==> src/rtl/cfgi2c_pkg.sv <==
package cfgi2c_pkg;

    localparam int BYTE_W  = 8;
    localparam int CFG_W   = 6;
    localparam int PORT_W  = 5;
    localparam int CNT_W   = $clog2(BYTE_W + 1);
    localparam int SEL_W   = BYTE_W - CFG_W;

    typedef enum logic [2:0] {
        ST_IDLE,
        ST_ADDR,
        ST_AACK,
        ST_WDAT,
        ST_WACK,
        ST_RDAT,
        ST_RACK,
        ST_SKIP
    } bus_state_e;

    localparam logic [1:0] SRC_A    = 2'd0;
    localparam logic [1:0] SRC_B    = 2'd1;
    localparam logic [1:0] SRC_SNAP = 2'd2;

    typedef struct packed {
        logic start;
        logic stop;
        logic rise;
        logic fall;
        logic sda;
    } line_evt_t;

    typedef struct packed {
        logic             en;
        logic [SEL_W-1:0] sel;
        logic [CFG_W-1:0] val;
    } wr_req_t;

    function automatic logic [6:0] pick_addr(input logic strap,
                                             input logic [6:0] a_one,
                                             input logic [6:0] a_zero);
        return strap ? a_one : a_zero;
    endfunction

endpackage

==> src/rtl/cfgi2c_sync.sv <==
module cfgi2c_sync
    import cfgi2c_pkg::*;
#(
    parameter int STAGES = 2
) (
    input  logic      clk,
    input  logic      rst,
    input  logic      scl_in,
    input  logic      sda_in,
    output line_evt_t evt
);
    logic [1:0] raw;
    logic [1:0] cur;
    logic [1:0] prv;

    assign raw = {sda_in, scl_in};

    for (genvar g = 0; g < 2; g++) begin : g_line
        logic [STAGES-1:0] chain;
        always_ff @(posedge clk) begin
            if (rst) chain <= '1;
            else     chain <= {chain[STAGES-2:0], raw[g]};
        end
        assign cur[g] = chain[STAGES-1];
    end

    always_ff @(posedge clk) begin
        if (rst) prv <= '1;
        else     prv <= cur;
    end

    always_comb begin
        evt.start = cur[0] & prv[0] & prv[1] & ~cur[1];
        evt.stop  = cur[0] & prv[0] & ~prv[1] & cur[1];
        evt.rise  = cur[0] & ~prv[0];
        evt.fall  = ~cur[0] & prv[0];
        evt.sda   = cur[1];
    end
endmodule

==> src/rtl/cfgi2c_engine.sv <==
module cfgi2c_engine
    import cfgi2c_pkg::*;
#(
    parameter logic [6:0] ADDR_SEL1 = 7'b1001110,
    parameter logic [6:0] ADDR_SEL0 = 7'b0110111
) (
    input  logic              clk,
    input  logic              rst,
    input  line_evt_t         evt,
    input  logic              addr_sel,
    input  logic [BYTE_W-1:0] rd_byte,
    output logic [1:0]        rd_sel,
    output wr_req_t           wr,
    output logic              snap_stb,
    output logic              sda_oe
);
    bus_state_e        st;
    logic [CNT_W-1:0]  cnt;
    logic [BYTE_W-1:0] shreg;
    logic [BYTE_W-1:0] txreg;
    logic              rw;
    logic              mack;
    logic              snap_pend;
    logic [1:0]        idx;
    logic [6:0]        my_addr;

    assign my_addr = pick_addr(addr_sel, ADDR_SEL1, ADDR_SEL0);
    assign rd_sel  = idx;

    always_ff @(posedge clk) begin
        if (rst) begin
            st        <= ST_IDLE;
            cnt       <= '0;
            shreg     <= '0;
            txreg     <= '0;
            rw        <= 1'b0;
            mack      <= 1'b0;
            snap_pend <= 1'b0;
            idx       <= SRC_A;
            wr        <= '0;
            snap_stb  <= 1'b0;
        end else begin
            wr.en    <= 1'b0;
            snap_stb <= 1'b0;
            if (evt.start) begin
                st        <= ST_ADDR;
                cnt       <= '0;
                idx       <= SRC_A;
                snap_pend <= 1'b1;
            end else if (evt.stop) begin
                st        <= ST_IDLE;
                snap_pend <= 1'b0;
            end else begin
                if (evt.rise && snap_pend) begin
                    snap_stb  <= 1'b1;
                    snap_pend <= 1'b0;
                end
                unique case (st)
                    ST_ADDR, ST_WDAT: begin
                        if (evt.rise) begin
                            shreg <= {shreg[BYTE_W-2:0], evt.sda};
                            cnt   <= cnt + 1'b1;
                        end else if (evt.fall && cnt == CNT_W'(BYTE_W)) begin
                            cnt <= '0;
                            if (st == ST_ADDR) begin
                                if (shreg[BYTE_W-1:1] == my_addr) begin
                                    st <= ST_AACK;
                                    rw <= shreg[0];
                                end else begin
                                    st <= ST_SKIP;
                                end
                            end else begin
                                st     <= ST_WACK;
                                wr.en  <= 1'b1;
                                wr.sel <= shreg[BYTE_W-1:CFG_W];
                                wr.val <= shreg[CFG_W-1:0];
                            end
                        end
                    end
                    ST_AACK: begin
                        if (evt.fall) begin
                            if (rw) begin
                                st    <= ST_RDAT;
                                txreg <= rd_byte;
                            end else begin
                                st <= ST_WDAT;
                            end
                        end
                    end
                    ST_WACK: begin
                        if (evt.fall) st <= ST_WDAT;
                    end
                    ST_RDAT: begin
                        if (evt.rise) begin
                            cnt <= cnt + 1'b1;
                        end else if (evt.fall) begin
                            if (cnt == CNT_W'(BYTE_W)) begin
                                st  <= ST_RACK;
                                cnt <= '0;
                            end else begin
                                txreg <= {txreg[BYTE_W-2:0], 1'b0};
                            end
                        end
                    end
                    ST_RACK: begin
                        if (evt.rise) begin
                            mack <= ~evt.sda;
                            if (!evt.sda && idx != SRC_SNAP) idx <= idx + 2'd1;
                        end else if (evt.fall) begin
                            if (mack) begin
                                st    <= ST_RDAT;
                                txreg <= rd_byte;
                            end else begin
                                st <= ST_SKIP;
                            end
                        end
                    end
                    default: ;
                endcase
            end
        end
    end

    always_comb begin
        unique case (st)
            ST_AACK, ST_WACK: sda_oe = 1'b1;
            ST_RDAT:          sda_oe = ~txreg[BYTE_W-1];
            default:          sda_oe = 1'b0;
        endcase
    end
endmodule

==> src/rtl/cfgi2c_regs.sv <==
module cfgi2c_regs
    import cfgi2c_pkg::*;
#(
    parameter logic [CFG_W-1:0] RST_A = '0,
    parameter logic [CFG_W-1:0] RST_B = '0
) (
    input  logic              clk,
    input  logic              rst,
    input  wr_req_t           wr,
    input  logic              snap_stb,
    input  logic [PORT_W-1:0] port_in,
    input  logic [1:0]        rd_sel,
    output logic [BYTE_W-1:0] rd_byte,
    output logic [CFG_W-1:0]  reg_a,
    output logic [CFG_W-1:0]  reg_b,
    output logic [PORT_W-1:0] snap_q
);
    always_ff @(posedge clk) begin
        if (rst) begin
            reg_a  <= RST_A;
            reg_b  <= RST_B;
            snap_q <= '0;
        end else begin
            if (wr.en) begin
                case (wr.sel)
                    SEL_W'(0): reg_a <= wr.val;
                    SEL_W'(1): reg_b <= wr.val;
                    default: ;
                endcase
            end
            if (snap_stb) snap_q <= port_in;
        end
    end

    always_comb begin
        case (rd_sel)
            SRC_A:   rd_byte = {{(BYTE_W-CFG_W){1'b0}}, reg_a};
            SRC_B:   rd_byte = {{(BYTE_W-CFG_W){1'b0}}, reg_b};
            default: rd_byte = {{(BYTE_W-PORT_W){1'b0}}, snap_q};
        endcase
    end
endmodule

==> src/rtl/cfgi2c_top.sv <==
module cfgi2c_top
    import cfgi2c_pkg::*;
#(
    parameter logic [6:0] ADDR_SEL1   = 7'b1001110,
    parameter logic [6:0] ADDR_SEL0   = 7'b0110111,
    parameter int         SYNC_STAGES = 2
) (
    input  logic              clk,
    input  logic              rst,
    input  logic              scl_in,
    input  logic              sda_in,
    output logic              sda_oe,
    input  logic              addr_sel,
    input  logic [PORT_W-1:0] port_in,
    output logic [CFG_W-1:0]  reg_a_q,
    output logic [CFG_W-1:0]  reg_b_q
);
    line_evt_t         evt;
    wr_req_t           wr_req;
    logic              snap_stb;
    logic [1:0]        rd_sel;
    logic [BYTE_W-1:0] rd_byte;
    logic [PORT_W-1:0] snap_q;
    logic              stop_evt;

    assign stop_evt = evt.stop;

    cfgi2c_sync #(.STAGES(SYNC_STAGES)) u_sync (
        .clk    (clk),
        .rst    (rst),
        .scl_in (scl_in),
        .sda_in (sda_in),
        .evt    (evt)
    );

    cfgi2c_engine #(.ADDR_SEL1(ADDR_SEL1), .ADDR_SEL0(ADDR_SEL0)) u_eng (
        .clk      (clk),
        .rst      (rst),
        .evt      (evt),
        .addr_sel (addr_sel),
        .rd_byte  (rd_byte),
        .rd_sel   (rd_sel),
        .wr       (wr_req),
        .snap_stb (snap_stb),
        .sda_oe   (sda_oe)
    );

    cfgi2c_regs u_regs (
        .clk      (clk),
        .rst      (rst),
        .wr       (wr_req),
        .snap_stb (snap_stb),
        .port_in  (port_in),
        .rd_sel   (rd_sel),
        .rd_byte  (rd_byte),
        .reg_a    (reg_a_q),
        .reg_b    (reg_b_q),
        .snap_q   (snap_q)
    );
endmodule

==> config.mk <==
export PLATFORM = sky130hd
export DESIGN_NAME = cfgi2c_top
export DESIGN_NICKNAME = d
export VERILOG_FILES = /design/src/rtl/cfgi2c_pkg.sv /design/src/rtl/cfgi2c_sync.sv /design/src/rtl/cfgi2c_engine.sv /design/src/rtl/cfgi2c_regs.sv /design/src/rtl/cfgi2c_top.sv
export SDC_FILE = /design/constraint.sdc
export NUM_CORES = 1
export LEC_CHECK = 0
export BUFFER_PORTS_ARGS = -buffer_cell sky130_fd_sc_hd__buf_4
export CAP_MARGIN = 20
export CORE_ASPECT_RATIO = 1.2
export CORE_MARGIN = 3
export CORE_UTILIZATION = 47
export CTS_CLUSTER_DIAMETER = 30
export CTS_CLUSTER_SIZE = 20
export DETAILED_ROUTE_END_ITERATION = 10
export PLACE_DENSITY = 0.63
export RECOVER_POWER = 100
export SYNTH_ARGS = -nofsm -noshare
export SYNTH_HDL_FRONTEND = slang
export SYNTH_HIERARCHICAL = 1
export SYNTH_SLANG_ARGS = --single-unit
export TNS_END_PERCENT = 100
==> constraint.sdc <==
create_clock -name clk -period 1.9 [get_ports clk]
set_input_delay 0.38 -clock clk [delete_from_list [all_inputs] [get_ports clk]]
set_output_delay 0.38 -clock clk [all_outputs]
set_load 0.05 [all_outputs]
======== Word level (Yosys, flattened, before mapping) ========
Index checks and enable logic that the tools add are counted.
Widths: inputs -> output; s select.
word-level totals
  output and inout port bits .............. 13
  bits in registers ....................... 61
  logic and storage cells ................. 140
operators by class
  add/sub/neg operators ................... 2
  equality and inequality tests ........... 35
  bitwise logic cells ..................... 18
  mux-type cells .......................... 39
  reduce and logical (&&, ||, !) cells .... 27
operators with widths
  operator            count
  $mux 8              8
  $mux 3              12
  $ne 4x3->1 const B  6
  $pmux 8 s3          1
  $mux 4              5
  $reduce_and 10->1   2
  $ne 2x1->1 const B  8
  $pmux 3 s5          1
  $ne 4x4->1 const B  3
  $pmux 6 s2          1
  $reduce_and 4->1    3
  $not 1->1           11
  $reduce_and 11->1   1
  $ne 2x2->1 const B  5
  $eq 3x3->1 const B  3
  $mux 9              1
  $ne 3x1->1 const B  3
  $pmux 4 s2          1
  $and 1x1->1         7
  $eq 7x7->1          1
  $mux 7              1
  $reduce_and 7->1    1
  $reduce_bool 7->1   1
  $eq 3x2->1 const B  2
  other kinds (20)    33

======== Logic depth before layout (Yosys ltp) ========
  depth after elaboration ................. 9
  gate-level depth with buffers ........... 8

======== By module ========
Netlist, hierarchy kept.
modules (own cells, without submodules)
  module         times used  area an instance (sq um)  cells an instance
  cfgi2c_engine  1           1,954.4                   222
  cfgi2c_regs    1           830.8                     88
  cfgi2c_sync    1           197.7                     17

======== Least setup slack after synthesis ========
No wires, ideal clock.
  path kind ............................... register to output
  start point ............................. register u_eng.st[2]
  end point ............................... output port sda_oe
  data arrival time ....................... 1,822 ps
  stages on the path, launching flop included .. 4
  path slack .............................. -302 ps
  data required time ...................... 1,520 ps
  cell sequence ........................... dfxtp_1 -> clkbuf_1 -> nand2_1 -> o21ai_0
on the way
  cells in the longest elaborated chain, start to end .. 3
RTL lines
  item                                             RTL line              text
  start: declaration                               cfgi2c_engine.sv:17   bus_state_e st;
  start signal: assignment                         cfgi2c_engine.sv:32   st <= ST_IDLE;
  start signal: assignment                         cfgi2c_engine.sv:46   st <= ST_ADDR;
  start signal: assignment                         cfgi2c_engine.sv:51   st <= ST_IDLE;
  $eq 3x2->1 / $eq 3x3->1 (equally long branches)  cfgi2c_engine.sv:125  unique case (st)
  $reduce_or 2->1                                  cfgi2c_engine.sv:125
  $pmux 1 s2 *                                     cfgi2c_engine.sv:125
  end: declaration                                 cfgi2c_top.sv:12      output logic sda_oe,
Every way passes the cells marked *; elsewhere a longest branch is shown, timed or not.

======== Worst setup path after layout ========
  start point ............................. register u_eng.cnt[1]
  end point ............................... register u_eng.txreg[3]
on the way
  cells in the longest elaborated chain, start to end .. 3
RTL lines
  item                                RTL line              text
  start: declaration                  cfgi2c_engine.sv:18   logic [CNT_W-1:0] cnt;
  start signal: assignment            cfgi2c_engine.sv:62   cnt <= cnt + 1'b1;
  start signal: assignment            cfgi2c_engine.sv:95   cnt <= cnt + 1'b1;
  $eq 4x4->1                          cfgi2c_engine.sv:97   if (cnt == CNT_W'(BYTE_W)) begin
  $ne 2x2->1 (no source line)         -
  $reduce_and 11->1 (no source line)  -
  end signal: assignment              cfgi2c_engine.sv:84   txreg <= rd_byte;
  end signal: assignment              cfgi2c_engine.sv:101  txreg <= {txreg[BYTE_W-2:0], 1'b0};
  end signal: assignment              cfgi2c_engine.sv:112  txreg <= rd_byte;
  end: declaration                    cfgi2c_engine.sv:20   logic [BYTE_W-1:0] txreg;
No other way between the ends.
A chain may end at the register's enable or synchronous reset.

==> reports/results.ini <==
[logic_synthesis]
avgSynthCellArea_sq_um = 9.12
synth_cells = 327
async_flop_share = 0
syn_area_sq_mm = 0.00298
ys_seq_area_frac = 0.409
yosysWarnings = 6
synth_edf_count = 0
synthFlopType = dfxtp_1
ys_ff_latch = 61
synthDistinctLibCells = 53

[worst_setup_path]
endpoint_kind = flop
worstPathCellList = inv_1 > ha_1 > and3b_1 > o21a_4 > or4_1 > nand2_1
startpoint = u_eng/cnt[1]
worstReg2RegStart = u_eng/cnt[1]
arrival_ns = 2.10
startpoint_type = flop
critical_path.top_delay_family = simple AND/OR/NAND/NOR gates
critPathKind = flop to flop
slowest_stage = or4_1
max_stage_delay_ns = 0.52
crit_fanout = 16
cp.required_ns = 2.18
cp_num_buf_inv = 1

[power]
vdd_drop_max_v = 0.000523
p_total_mw = 2.55
power_density_mw_per_mm2 = 740
p_leak_nw = 1.43

[placement]
placed_cells = 420
portBuffers = 22
place.gp.congestion = 0.964
dp_slack_ns = 0.0132
dp_hpwl_um = 4100

[grt]
grt_max_degree = 51
grt_antenna_before_repair = 0
grt_pass1_wl_um = 9650
grt_pass1_vias = 2156
gr-usage-all-layers = 0.167
grt_overflow_total = 0

[clocking]
numCtsBuffers = 9
cts_buffer_depth = 2
hold_buffers = 0
cts_tree = done
cts_sinks = 61
cts-root-buf = clkbuf_8
clkLatencyLatePin_ns = 0.34
cts_max_level = 3
clkTransAtPathRegs_ns = 0.07

[final_layout]
antennaDiodeCount = 0
area_growth_pct = 15.4
final-instance-count-excl-fill = 439
layout.nets = 365
drive_above_1_share = 0.148

[die]
ios = 23
core_sq_mm = 0.00609
rows = 31
die_w_um = 78.7
start_util = 0.490
die_h_um = 93.3
dieArea_sq_mm = 0.00734

[drt]
wl_um = 6020
via_per_inst = 5.28
drt_iter0_markers = 111
wl_per_cell_um = 13.7
drt.antenna.violating_nets = 0
drc_errors = 0
num_vias = 2317
dr.pass1.iters = 4

[timing]
drv_slew = 0
setup_viol = 0
final.period_utilization = 0.958
layout_min_cycle_time_ns = 1.82
setup_slack_ns = 0.0806
rsz0062_at_grt = false
max_clock_freq_mhz = 550
finalHoldViolCount = 0
relSlewSlack = 0.452
setup_tns_ns = 0
worstMarginPinSlew_ns = 0.823
fin_skew_ns = 0.0108

[flow_run]
max_cap_violations = 0

[worst_hold_path]
holdCritStartpoint = sda_in
hp-class = input port to flop

[run_status]
status = finished clean

## worst paths after layout
path	endpoint	slack, ns	cells past startpoint
setup / recovery	u_eng/txreg[3]	0.08	6
hold / removal	u_sync/g_line[1].chain[0]	0.23	2
setup reg to reg	u_eng/txreg[3]	0.08	6
hold reg to reg	u_sync/g_line[1].chain[1]	0.41	1
## cell type report
type	instances	area [sq um]
repair buffers	38	236
clock inverters	7	75.1
inverters	6	22.5
fillers	588	2650
clock buffers	9	124
flip-flops and latches	61	1220
multi-input cells	236	1660
well taps	82	103
## where the power goes
part	switching (mW)	internal (mW)	total, mW	leakage (nW)
Combinational	0.0616	0.0490	0.111	0.838
Clock	0.533	0.612	1.14	0.104
Sequential	0.00712	1.29	1.29	0.492
Total	0.602	1.95	2.55	1.43
## metrics by stage
| stage | cell area, sq um | util | hold slack (ns) |
|---|---|---|---|
| floorplan | 2990 | - | 0.383 |
| global placement | 3260 | 0.536 | 0.392 |
| finish | 3440 | 0.565 | 0.229 |
| CTS | 3470 | 0.570 | 0.212 |
| detailed placement | 3260 | 0.536 | 0.392 |
| global route | 3440 | 0.565 | 0.219 |
## Yosys cell counts, drive strengths merged, types with 2 or more instances
| cell type | number | area share |
|---|---|---|
| a311oi | 2 | 0.0059 |
| nand2 | 25 | 0.037 |
| inv | 6 | 0.0075 |
| nand2b | 21 | 0.044 |
| or3 | 2 | 0.0059 |
| nor3 | 2 | 0.0034 |
| and3 | 2 | 0.0042 |
| nand3 | 6 | 0.010 |
| clkbuf | 16 | 0.020 |
| o221ai | 2 | 0.0080 |
| o31ai | 2 | 0.0050 |
| nand4 | 4 | 0.0084 |
| and3b | 4 | 0.012 |
| a21oi | 7 | 0.012 |
| buf | 10 | 0.021 |
| ha | 3 | 0.013 |
| o211ai | 2 | 0.0050 |
| or2 | 7 | 0.015 |
| o21ai | 15 | 0.025 |
| and4b | 4 | 0.013 |
| nor3b | 3 | 0.0075 |
| or4 | 8 | 0.020 |
| nor2b | 12 | 0.025 |
| dfxtp | 61 | 0.41 |
| mux2i | 48 | 0.16 |
| nand3b | 3 | 0.0075 |
| nor2 | 33 | 0.042 |
## cells in the final DEF (no fill, tap or decap), types with 4 or more instances in the layout
cell type   n
nand2_1    24
inv_1       5
or2_1       6
or4_1       8
nor2_1     33
mux2i_1    48
nand2b_1   21
nand4_1     4
clkbuf_1   13
nand3_1     6
and4b_1     4
nor2b_1    12
a21oi_1     7
buf_4      19
clkbuf_8    9
dfxtp_1    60
o21ai_0    14
## sequential cells by signal, summed over array words and instances (netlist names)
register and flops:
u_eng/cnt 4, u_eng/mack 1, u_eng/rd_sel 2, u_eng/rw 1
u_eng/shreg 8, u_eng/snap_pend 1, u_eng/snap_stb 1, u_eng/st 3
u_eng/txreg 8, u_eng/wr 9, u_regs/reg_a 6, u_regs/reg_b 6
u_regs/snap_q 5, u_sync/g_line.chain 4, u_sync/prv 2
## kinds of logic after synthesis
family	Yosys count	share of synthesized area
compound gates	38	0.0868
simple gates	141	0.271
mux	49	0.165
flops	61	0.409
buf+inv	32	0.0487
other cells	1	0.00126
xor+xnor	2	0.00587
fa+ha+maj	3	0.0126
## what timing repair did
action | 4_1_cts | 5_1_grt
setup buffers | 1 | 1
endpoints found under the setup margin | 5 | 11
gates cloned | 0 | 1
gates resized for setup | 0 | 6
## worst register-to-register path, stage by stage, from the launching register on
cell	delay, ns
dfxtp_1	0.37
inv_1	0.05
ha_1	0.19
and3b_1	0.26
o21a_4	0.30
or4_1	0.52
nand2_1	0.07
## per-layer routing
layer  global-route usage  wire, um
met2                0.261      2810
met1                0.210      2850
met4                0.105       152
met3               0.0347       201
met5                    0         0
No activity file was read; power rests on OpenSTA's default activity.
